**config.mk**
```make
export PLATFORM = sky130hd
export DESIGN_NAME = mcCtrlFsm
export DESIGN_NICKNAME = d
export VERILOG_FILES = /design/src/rtl/mc_ctrl_pkg.sv /design/src/rtl/mcStepSeq.sv /design/src/rtl/mcCtrlDecode.sv /design/src/rtl/mcCtrlFsm.sv
export SDC_FILE = /design/constraint.sdc
export NUM_CORES = 1
export LEC_CHECK = 0
export ABC_CLOCK_PERIOD_IN_PS = 1500
export BUFFER_PORTS_ARGS = -buffer_cell sky130_fd_sc_hd__buf_2
export CAP_MARGIN = 20
export CORE_AREA = 3 3 40 42
export CTS_BUF_LIST = sky130_fd_sc_hd__clkbuf_2
export DETAILED_ROUTE_END_ITERATION = 16
export DIE_AREA = 0 0 43 45
export SYNTH_ARGS = -nofsm -noshare
export SYNTH_HDL_FRONTEND = slang
export SYNTH_SLANG_ARGS = --single-unit
export TNS_END_PERCENT = 1
```
**constraint.sdc**
```tcl
create_clock -name clk -period 1.5 [get_ports clk]
set_input_delay 0.225 -clock clk [delete_from_list [all_inputs] [get_ports clk]]
set_output_delay 0.225 -clock clk [all_outputs]
set_load 0.02 [all_outputs]
```
**src/rtl/mc_ctrl_pkg.sv**
```systemverilog
package mc_ctrl_pkg;

  localparam int STATE_W = 4;

  typedef enum logic [STATE_W-1:0] {
    ST_FETCH  = 4'd0,
    ST_DECODE = 4'd1,
    ST_ADDR   = 4'd2,
    ST_MRD    = 4'd3,
    ST_LDWB   = 4'd4,
    ST_MWR    = 4'd5,
    ST_EXEC   = 4'd6,
    ST_RDONE  = 4'd7,
    ST_BR     = 4'd8,
    ST_JMP    = 4'd9
  } stepT;

  localparam logic [1:0] ALU_ADD  = 2'b00;
  localparam logic [1:0] ALU_SUB  = 2'b01;
  localparam logic [1:0] ALU_FUNC = 2'b10;

  localparam logic [1:0] SRCB_REG  = 2'b00;
  localparam logic [1:0] SRCB_FOUR = 2'b01;
  localparam logic [1:0] SRCB_IMM  = 2'b10;
  localparam logic [1:0] SRCB_IMM4 = 2'b11;

  localparam logic [1:0] PCS_ALU  = 2'b00;
  localparam logic [1:0] PCS_OUT  = 2'b01;
  localparam logic [1:0] PCS_JUMP = 2'b10;

  typedef struct packed {
    logic       pcWrite;
    logic       pcWriteCond;
    logic       addrSel;
    logic       memRead;
    logic       memWrite;
    logic       irWrite;
    logic       regSrcMem;
    logic       regDstRd;
    logic       regWrite;
    logic       aluSrcA;
    logic [1:0] aluOp;
    logic [1:0] aluSrcB;
    logic [1:0] pcSrc;
  } ctrlWordT;

endpackage

```
**src/rtl/mcStepSeq.sv**
```systemverilog
module mcStepSeq
  import mc_ctrl_pkg::*;
#(
  parameter int OP_W = 6,
  parameter logic [OP_W-1:0] OP_RTYPE = 6'b000000,
  parameter logic [OP_W-1:0] OP_JUMP  = 6'b000010,
  parameter logic [OP_W-1:0] OP_BEQ   = 6'b000100,
  parameter logic [OP_W-1:0] OP_LOAD  = 6'b100011,
  parameter logic [OP_W-1:0] OP_STORE = 6'b101011
) (
  input  logic            clk,
  input  logic            rst,
  input  logic [OP_W-1:0] opcode,
  output stepT            step
);

  stepT stepNext;

  // Dispatch out of decode and address steps; all completion steps return to fetch.
  always_comb begin
    stepNext = ST_FETCH;
    unique case (step)
      ST_FETCH:  stepNext = ST_DECODE;
      ST_DECODE: begin
        if (opcode == OP_LOAD || opcode == OP_STORE) stepNext = ST_ADDR;
        else if (opcode == OP_RTYPE)                 stepNext = ST_EXEC;
        else if (opcode == OP_BEQ)                   stepNext = ST_BR;
        else if (opcode == OP_JUMP)                  stepNext = ST_JMP;
        else                                         stepNext = ST_FETCH;
      end
      ST_ADDR:   stepNext = (opcode == OP_LOAD) ? ST_MRD : ST_MWR;
      ST_MRD:    stepNext = ST_LDWB;
      ST_EXEC:   stepNext = ST_RDONE;
      default:   stepNext = ST_FETCH;
    endcase
  end

  always_ff @(posedge clk) begin
    if (rst) step <= ST_FETCH;
    else     step <= stepNext;
  end

endmodule

```
**src/rtl/mcCtrlDecode.sv**
```systemverilog
module mcCtrlDecode
  import mc_ctrl_pkg::*;
(
  input  stepT     step,
  output ctrlWordT word
);

  always_comb begin
    word         = '0;
    word.aluOp   = ALU_ADD;
    word.aluSrcB = SRCB_REG;
    word.pcSrc   = PCS_ALU;
    unique case (step)
      ST_FETCH: begin
        word.memRead = 1'b1;
        word.irWrite = 1'b1;
        word.pcWrite = 1'b1;
        word.aluSrcB = SRCB_FOUR;
      end
      ST_DECODE: word.aluSrcB = SRCB_IMM4;
      ST_ADDR: begin
        word.aluSrcA = 1'b1;
        word.aluSrcB = SRCB_IMM;
      end
      ST_MRD: begin
        word.memRead = 1'b1;
        word.addrSel = 1'b1;
      end
      ST_LDWB: begin
        word.regWrite  = 1'b1;
        word.regSrcMem = 1'b1;
      end
      ST_MWR: begin
        word.memWrite = 1'b1;
        word.addrSel  = 1'b1;
      end
      ST_EXEC: begin
        word.aluSrcA = 1'b1;
        word.aluOp   = ALU_FUNC;
      end
      ST_RDONE: begin
        word.regWrite = 1'b1;
        word.regDstRd = 1'b1;
      end
      ST_BR: begin
        word.aluSrcA     = 1'b1;
        word.aluOp       = ALU_SUB;
        word.pcWriteCond = 1'b1;
        word.pcSrc       = PCS_OUT;
      end
      ST_JMP: begin
        word.pcWrite = 1'b1;
        word.pcSrc   = PCS_JUMP;
      end
      default: word = '0;
    endcase
  end

endmodule

```
**src/rtl/mcCtrlFsm.sv**
```systemverilog
module mcCtrlFsm
  import mc_ctrl_pkg::*;
#(
  parameter int OP_W = 6,
  parameter logic [OP_W-1:0] OP_RTYPE = 6'b000000,
  parameter logic [OP_W-1:0] OP_JUMP  = 6'b000010,
  parameter logic [OP_W-1:0] OP_BEQ   = 6'b000100,
  parameter logic [OP_W-1:0] OP_LOAD  = 6'b100011,
  parameter logic [OP_W-1:0] OP_STORE = 6'b101011
) (
  input  logic            clk,
  input  logic            rst,
  input  logic [OP_W-1:0] opcode,
  output logic            pcWrite,
  output logic            pcWriteCond,
  output logic            addrSel,
  output logic            memRead,
  output logic            memWrite,
  output logic            irWrite,
  output logic            regSrcMem,
  output logic            regDstRd,
  output logic            regWrite,
  output logic            aluSrcA,
  output logic [1:0]      aluOp,
  output logic [1:0]      aluSrcB,
  output logic [1:0]      pcSrc
);

  stepT     step;
  ctrlWordT word;

  mcStepSeq #(
    .OP_W(OP_W), .OP_RTYPE(OP_RTYPE), .OP_JUMP(OP_JUMP),
    .OP_BEQ(OP_BEQ), .OP_LOAD(OP_LOAD), .OP_STORE(OP_STORE)
  ) i_seq (
    .clk(clk), .rst(rst), .opcode(opcode), .step(step)
  );

  mcCtrlDecode i_dec (.step(step), .word(word));

  assign pcWrite     = word.pcWrite;
  assign pcWriteCond = word.pcWriteCond;
  assign addrSel     = word.addrSel;
  assign memRead     = word.memRead;
  assign memWrite    = word.memWrite;
  assign irWrite     = word.irWrite;
  assign regSrcMem   = word.regSrcMem;
  assign regDstRd    = word.regDstRd;
  assign regWrite    = word.regWrite;
  assign aluSrcA     = word.aluSrcA;
  assign aluOp       = word.aluOp;
  assign aluSrcB     = word.aluSrcB;
  assign pcSrc       = word.pcSrc;

endmodule

```
==> results.md, run 1 <==
* Status: finished, final reports clean
* Area share of xor/xnor cells in the synthesized design at 6.931%
* Compound-Gate Fraction of Synth Area at 18.81%
* Synthesized flop and latch total at 4
* Vias in the first global route at 427
* Area leader, netlist: dfxtp_1
* Hold WS at 0.1974 ns
* Hold Vio Cnt, Final at 0
* Clk sink count at 4
* Drt first pass iters at 2
* Async SR Flop Fraction at 0%
* Clock power frac at 34.2%
* Psw at 0.1013 mW
* Post-synth EDFFs at 0
* Via density at 5.074
* Cts hold-fix bufs at 0
* Starting Density at 29.50%
* FF-to-FF setup slack at 0.30 ns
* I/O Pins at 24
* Most frequent cell after synthesis: nor3_1
* Clock skew at 0.001221 ns
* Post-synth top cells: nor3_1 (8), nor2_1 (5), dfxtp_1 (4), nand2_1 (4), nand2b_1 (4)
* Dpl hpwl at 788.7 um
* Syn nets at 62
* Max Freq at 0.7126 GHz
* Worst setup path startpoint: i_seq.step[1]$_SDFF_PP0_
* TritonCTS Buffers at 3
* RSZ-0062 raised after global routing: yes
* Syn avg cell area at 7.021 um2
* Post-Synth Adder-Cell Area at 0%
* Mux share of post-synthesis cell area at 0%
* Setup TNS at 0 ns
* Post-synthesis instance total at 54
* Pleak at 0.2612 nW
* Core area at 1285 um2
* GRT Overall Usage at 12.16%
* DIE AREA at 1935 um2
* Critical Path RT at 1.27 ns
* Detailed-route wire length at 1.027 mm
* Post-DRT Antenna Nets at 0
* Chip Width at 43 um
* Synth top area share at 21.12%
* N_diodes at 0
* Die Span Y at 45 um
* Share of cells above drive strength 1 at 48.10%
* Setup Crit Path Kind: reg2out
* Clock Path Buffers at 2
* Total number of vias at 477
* Pin count of the biggest net entering global routing at 13
* Filler cells at 142
* Area Overhead vs Synth at 46.53%
* Peak supply drop at 255.9 uV
* CP arrival at 1.18 ns
* Worst hold path endpoint: i_seq.step[3]$_SDFF_PP0_
* Final setup viols at 0
* Crit share post-route at 93.56%
* Top reg by flops: i_seq.step
* Remaining Overflow, GRT at 0
* Hold path startpoint: opcode[4]
* Sequential Power Share at 37.8%
* Top_reg_cell synth: dfxtp_1
* Clock tree from TritonCTS: built
* Worst setup EP type: output port
* 1st-iter DRT viols at 3
* Hold Path Cell Cnt at 2
* Slew headroom at 77.33%
* CP max FO at 11
* Largest family of logic cells by synthesized area: simple AND/OR/NAND/NOR gates
* Max FFs per register at 4
* Port Buffers at 23
* Synth unique cells at 25
* Logic gate share of total power at 28.0%
* Wirelength per Cell at 10.93 um
* Biggest regs: i_seq.step x4
* Drt drc at 0
* Mapped Area at 379.1 um2
* Switching Fraction at 34.22%
* Sequential element share of the synthesized area at 21.12%
* Top post-synthesis cells by area: dfxtp_1 (21%), nor3_1 (11%), nand2b_1 (6.6%)
* Critical path launch point type: register
* Worst-path clk slew at 0.04 ns
* Worst hold path class: in2reg
* Reg-to-reg startpoint: i_seq.step[2]$_SDFF_PP0_
* Worst R2R Path Depth at 4
* CTS root buf: clkbuf_2
* Finished Layout Cells at 94
* FF/Latch Area at 87.58 um2
* Simple-Gate Fraction of Synth Area at 45.54%
* Tmin final at 1.403 ns
* Final Max Tran Viols at 0
* Final nets at 89
* Int Power at 0.1948 mW
* Footprint of the multi-input gates at 277.8 um2
* Setup bufs post-CTS at 0
* Worst r2r dst: i_seq.step[3]$_SDFF_PP0_
* Syn. warnings at 0
* CTS H-Tree Depth at 1
* Total Power at 0.2961 mW
* Number of max-cap violations at 0
* Gp weighted congestion at 0.7360
* Antenna violations before repair at 0
* Power per Cell Area at 532.9 nW/um2
* Global-route wire length before repair at 1.759 mm
* Post-Place Cells at 91
* Num rows at 13
* Clock latency on the worst-skew pair at 0.21 ns
* Worst slew pin tran at 0.3370 ns
==> worst max path at each step <==
stage                          end  slack, ns  cells after the start
final                      addrSel        0.1                      4
after global routing       pcWrite    -0.0009                      4
after CTS                  aluSrcA      0.009                      4
after detailed placement  aluOp[1]       0.21                      3
after global placement    aluOp[1]       0.23                      3
after floorplan            addrSel       0.03                      2
==> metrics by stage <==
step	worst slack, ns	cell area, um2	util (%)
finish	0.09665	555.5	43.23
global route	-0.0009279	555.5	43.23
CTS	0.009050	539.3	41.97
detailed placement	0.2094	523.0	40.70
global placement	0.2260	523.0	40.70
floorplan	0.03227	384.1	-
==> routing by layer <==
| layer | share of wire, % | global-route usage, % | vias to the layer above |
|---|---|---|---|
| li1 | - | - | 250 |
| met1 | 45 | 15.90 | 200 |
| met2 | 40 | 16.77 | 25 |
| met3 | 15 | 4.781 | 2 |
| met4 | 0.39 | 7.229 | 0 |
| met5 | 0 | 0 | - |
==> layout make-up <==
| class | instances | share of cell area, % |
|---|---|---|
| clock buffer | 3 | 2.703 |
| timing repair buffer | 27 | 27.48 |
| tap | 15 | 3.378 |
| sequential | 4 | 15.77 |
| inverter | 1 | 0.6757 |
| multi-input combinational | 44 | 50.00 |
==> layout by cell type (no fill, tap or decap) <==
| cell | count |
|---|---|
| dfxtp_4 | 1 |
| nand2_1 | 4 |
| o31ai_1 | 2 |
| buf_6 | 2 |
| a31oi_1 | 1 |
| xor2_1 | 1 |
| nor3_2 | 2 |
| buf_2 | 23 |
| nand2b_1 | 3 |
| nor4_1 | 3 |
| o21a_1 | 1 |
| buf_4 | 2 |
| nand4_1 | 1 |
| and4b_1 | 1 |
| nand2b_2 | 1 |
| dfxtp_2 | 3 |
| a211o_1 | 1 |
| nor3b_1 | 2 |
| nor3_1 | 7 |
| nor2_1 | 5 |
| clkbuf_2 | 3 |
| a21oi_1 | 3 |
| a2111o_1 | 1 |
| nand4b_1 | 1 |
| xnor2_1 | 2 |
| nand3_1 | 1 |
| inv_2 | 1 |
| a211oi_1 | 1 |
==> repair_timing <==
action | CTS | global route
pin swaps | 0 | 0
setup endpoints to repair | 1 | 13
gates resized for setup | 1 | 7
endpoints found under the hold margin | 0 | 0
==> worst max-delay path: stages, from the launching register on <==
cell	delay (ns)
dfxtp_2	0.33
buf_6	0.14
xnor2_1	0.12
nor3b_1	0.18
buf_2	0.20
==> kinds of logic after synthesis <==
| family | count (synthesis) |
|---|---|
| AND/OR/NAND/NOR | 31 |
| AO/OA/AOI/OAI | 10 |
| buffers and inverters | 6 |
| flip-flops | 4 |
| XOR/XNOR | 3 |
==> power by group through the flow <==
stage / sequential [mW] / clock (mW) / combinational, mW
after floorplan: 0.114 / 0 / 0.0474
after global placement: 0.114 / 0 / 0.0811
after detailed placement: 0.114 / 0 / 0.0808
after CTS: 0.112 / 0.102 / 0.0813
after global routing: 0.112 / 0.112 / 0.0908
final: 0.112 / 0.101 / 0.0829
Note: power is estimated with default switching activity, not from simulation.
==> run 2, diff against run 1 <==
--- a/config.mk
+++ b/config.mk
@@ -12,6 +12,7 @@
 export CTS_BUF_LIST = sky130_fd_sc_hd__clkbuf_2
 export DETAILED_ROUTE_END_ITERATION = 16
 export DIE_AREA = 0 0 43 45
+export PLACE_DENSITY = 0.66
 export SYNTH_ARGS = -nofsm -noshare
 export SYNTH_HDL_FRONTEND = slang
 export SYNTH_SLANG_ARGS = --single-unit
==> results.md, run 2 (same netlist as run 1, synthesis figures left out) <==
* Drt drc at 0 (unchanged)
* DIE AREA at 1935 um2 (unchanged)
* CTS root buf: clkbuf_2
* Clock tree from TritonCTS: built
* Final nets at 89 (unchanged)
* Area Overhead vs Synth at 50.82%
* Clock latency on the worst-skew pair at 0.22 ns (about the same)
* Worst setup path startpoint: i_seq.step[1]$_SDFF_PP0_
* Setup Crit Path Kind: reg2out
* Critical Path RT at 1.27 ns (about the same)
* FF-to-FF setup slack at 0.29 ns (about the same)
* Total Power at 0.2975 mW (+0.50%)
* Share of cells above drive strength 1 at 51.90% (+3.8 points)
* Setup bufs post-CTS at 0 (unchanged)
* Starting Density at 29.50% (unchanged)
* Design Area, Final at 571.8 um2 (+2.9%)
* Top reg by flops: i_seq.step
* Num rows at 13 (unchanged)
* Clk sink count at 4 (unchanged)
* Detailed-route wire length at 1.039 mm (+1.2%)
* Dpl cell area at 523.0 um2 (unchanged)
* CP max FO at 9 (-2)
* Hold Vio Cnt, Final at 0 (unchanged)
* Clock skew at 0.006047 ns (+0.004826 ns)
* Worst-path clk slew at 0.05 ns (about the same)
* Critical path launch point type: register
* Vias in the first global route at 407 (-4.7%)
* Core area at 1285 um2 (unchanged)
* Tmin final at 1.460 ns (+0.05689 ns)
* CTS H-Tree Depth at 1 (unchanged)
* Commonest non-fill, non-tap cell in the layout: buf_2
* Worst slew pin tran at 0.3579 ns (+0.02092 ns)
* Pin count of the biggest net entering global routing at 12 (-1)
* N_diodes at 0 (unchanged)
* Die Span Y at 45 um (unchanged)
* CP arrival at 1.24 ns (+0.06 ns)
* Post-DRT Antenna Nets at 0 (unchanged)
* Worst R2R Path Depth at 4 (unchanged)
* GRT Overall Usage at 11.17% (-0.99 points)
* Power per Cell Area at 520.3 nW/um2 (-2.4%)
* Max Freq at 0.6848 GHz (-3.9%)
* Port Buffers at 23 (unchanged)
* Slowest cell on crit path: dfxtp_4
* Hold Path Cell Cnt at 2 (unchanged)
* Via density at 5.064 (-0.21%)
* 1st-iter DRT viols at 2 (-1)
* Gp weighted congestion at 0.8176 (+11%)
* RSZ-0062 raised after global routing: yes
* Worst setup EP type: output port
* Biggest regs: i_seq.step x4
* Worst r2r dst: i_seq.step[3]$_SDFF_PP0_
* Dpl hpwl at 785.4 um (-0.42%)
* Setup TNS at 0 ns (unchanged)
* I/O Pins at 24 (unchanged)
* Wirelength per Cell at 11.05 um (+1.2%)
* Reg-to-reg startpoint: i_seq.step[1]$_SDFF_PP0_
* Worst hold path endpoint: i_seq.step[3]$_SDFF_PP0_
* Final setup viols at 0 (unchanged)
* Chip Width at 43 um (unchanged)
* Number of max-cap violations at 0 (unchanged)
* CP Cell Sequence: nand2b_2, nand2_1, nor3_1, buf_2
* Antenna violations before repair at 0 (unchanged)
* Buf/Inv on CP at 1 (-1)
* Top cell family by delay on the critical path: simple AND/OR/NAND/NOR gates
* Total number of vias at 476 (-0.21%)
* Peak supply drop at 365.6 uV (+43%)
* Max stage delay on crit path at 0.41 ns (+0.08 ns)
* Worst hold path class: in2reg
* Global-route wire length before repair at 1.621 mm (-7.8%)
* Most frequent cells in the layout: buf_2 (23), nor3_1 (7), nor2_1 (5)
* Pleak at 0.2673 nW (+2.3%)
* Slew headroom at 75.92% (-1.4 points)
* Final Max Tran Viols at 0 (unchanged)
* TritonCTS Buffers at 3 (unchanged)
* Hold path startpoint: opcode[4]
* Clock Path Buffers at 2 (unchanged)
* Status: finished, final reports clean
* Max FFs per register at 4 (unchanged)
* Remaining Overflow, GRT at 0 (unchanged)
* Cts hold-fix bufs at 0 (unchanged)
* Drt first pass iters at 4 (+2)
* Crit share post-route at 97.35% (+3.8 points)
[run 2: cell counts in the layout (fill, tap and decap cells not counted)]
Identical to the previous run, type by type.
[run 2: worst max path at each step]
stage | slack, ns | depth (start not counted) | end
after floorplan | 0.03 | 2 | addrSel
after global placement | 0.18 | 4 | aluSrcA
after detailed placement | 0.12 | 4 | memRead
after CTS | -0.02 | 4 | memRead
after global routing | -0.03 | 4 | memRead
final | 0.04 | 4 | memRead
[run 2: stage by stage]
stage | setup WS [ns] | instances | hold slack, ns | util, %
2_1_floorplan | 0.03227 | 54 | 0.3012 | -
3_3_place_gp | 0.1764 | 91 | 0.4261 | 40.70
3_5_place_dp | 0.1230 | 91 | 0.4273 | 40.70
4_1_cts | -0.02044 | 94 | 0.1813 | 42.26
5_1_grt | -0.03254 | 94 | 0.1914 | 44.50
6_report | 0.03976 | 94 | 0.1882 | 44.50
[run 2: timing repair]
item | CTS | global route
setup endpoints to repair | 7 | 5
resized for setup | 4 | 7
pin swaps | 0 | 0
gates cloned | 0 | 0
[run 2: cell type report]
class                           count  area (um2)
Clock buffer                        3       15.01
Timing Repair Buffer               27       145.1
Fill cell                         136       713.2
Multi-Input combinational cell     44       296.5
Inverter                            1       3.754
Sequential cell                     4       92.59
Tap cell                           15       18.77
[run 2: worst reg2reg max path, stage by stage (launching register included)]
cell and delay [ns]:
dfxtp_4 0.38, nand2b_2 0.23, nor3_2 0.19, nand2_1 0.07
nor4_1 0.22
[run 2: metal layers]
metal	vias to the layer above	GRT usage (%)	share of wire [%]
met2	22	16.77	40
met1	199	14.25	49
met3	3	2.789	8.9
li1	252	-	-
met4	0	7.229	2.3
met5	-	0	0
[run 2: power breakdown]
group / switching [mW] / internal (mW) / total (mW)
sequential: 0.00691 / 0.105 / 0.112
clock: 0.0508 / 0.0539 / 0.105
combinational: 0.0474 / 0.0338 / 0.0812
total: 0.105 / 0.192 / 0.298
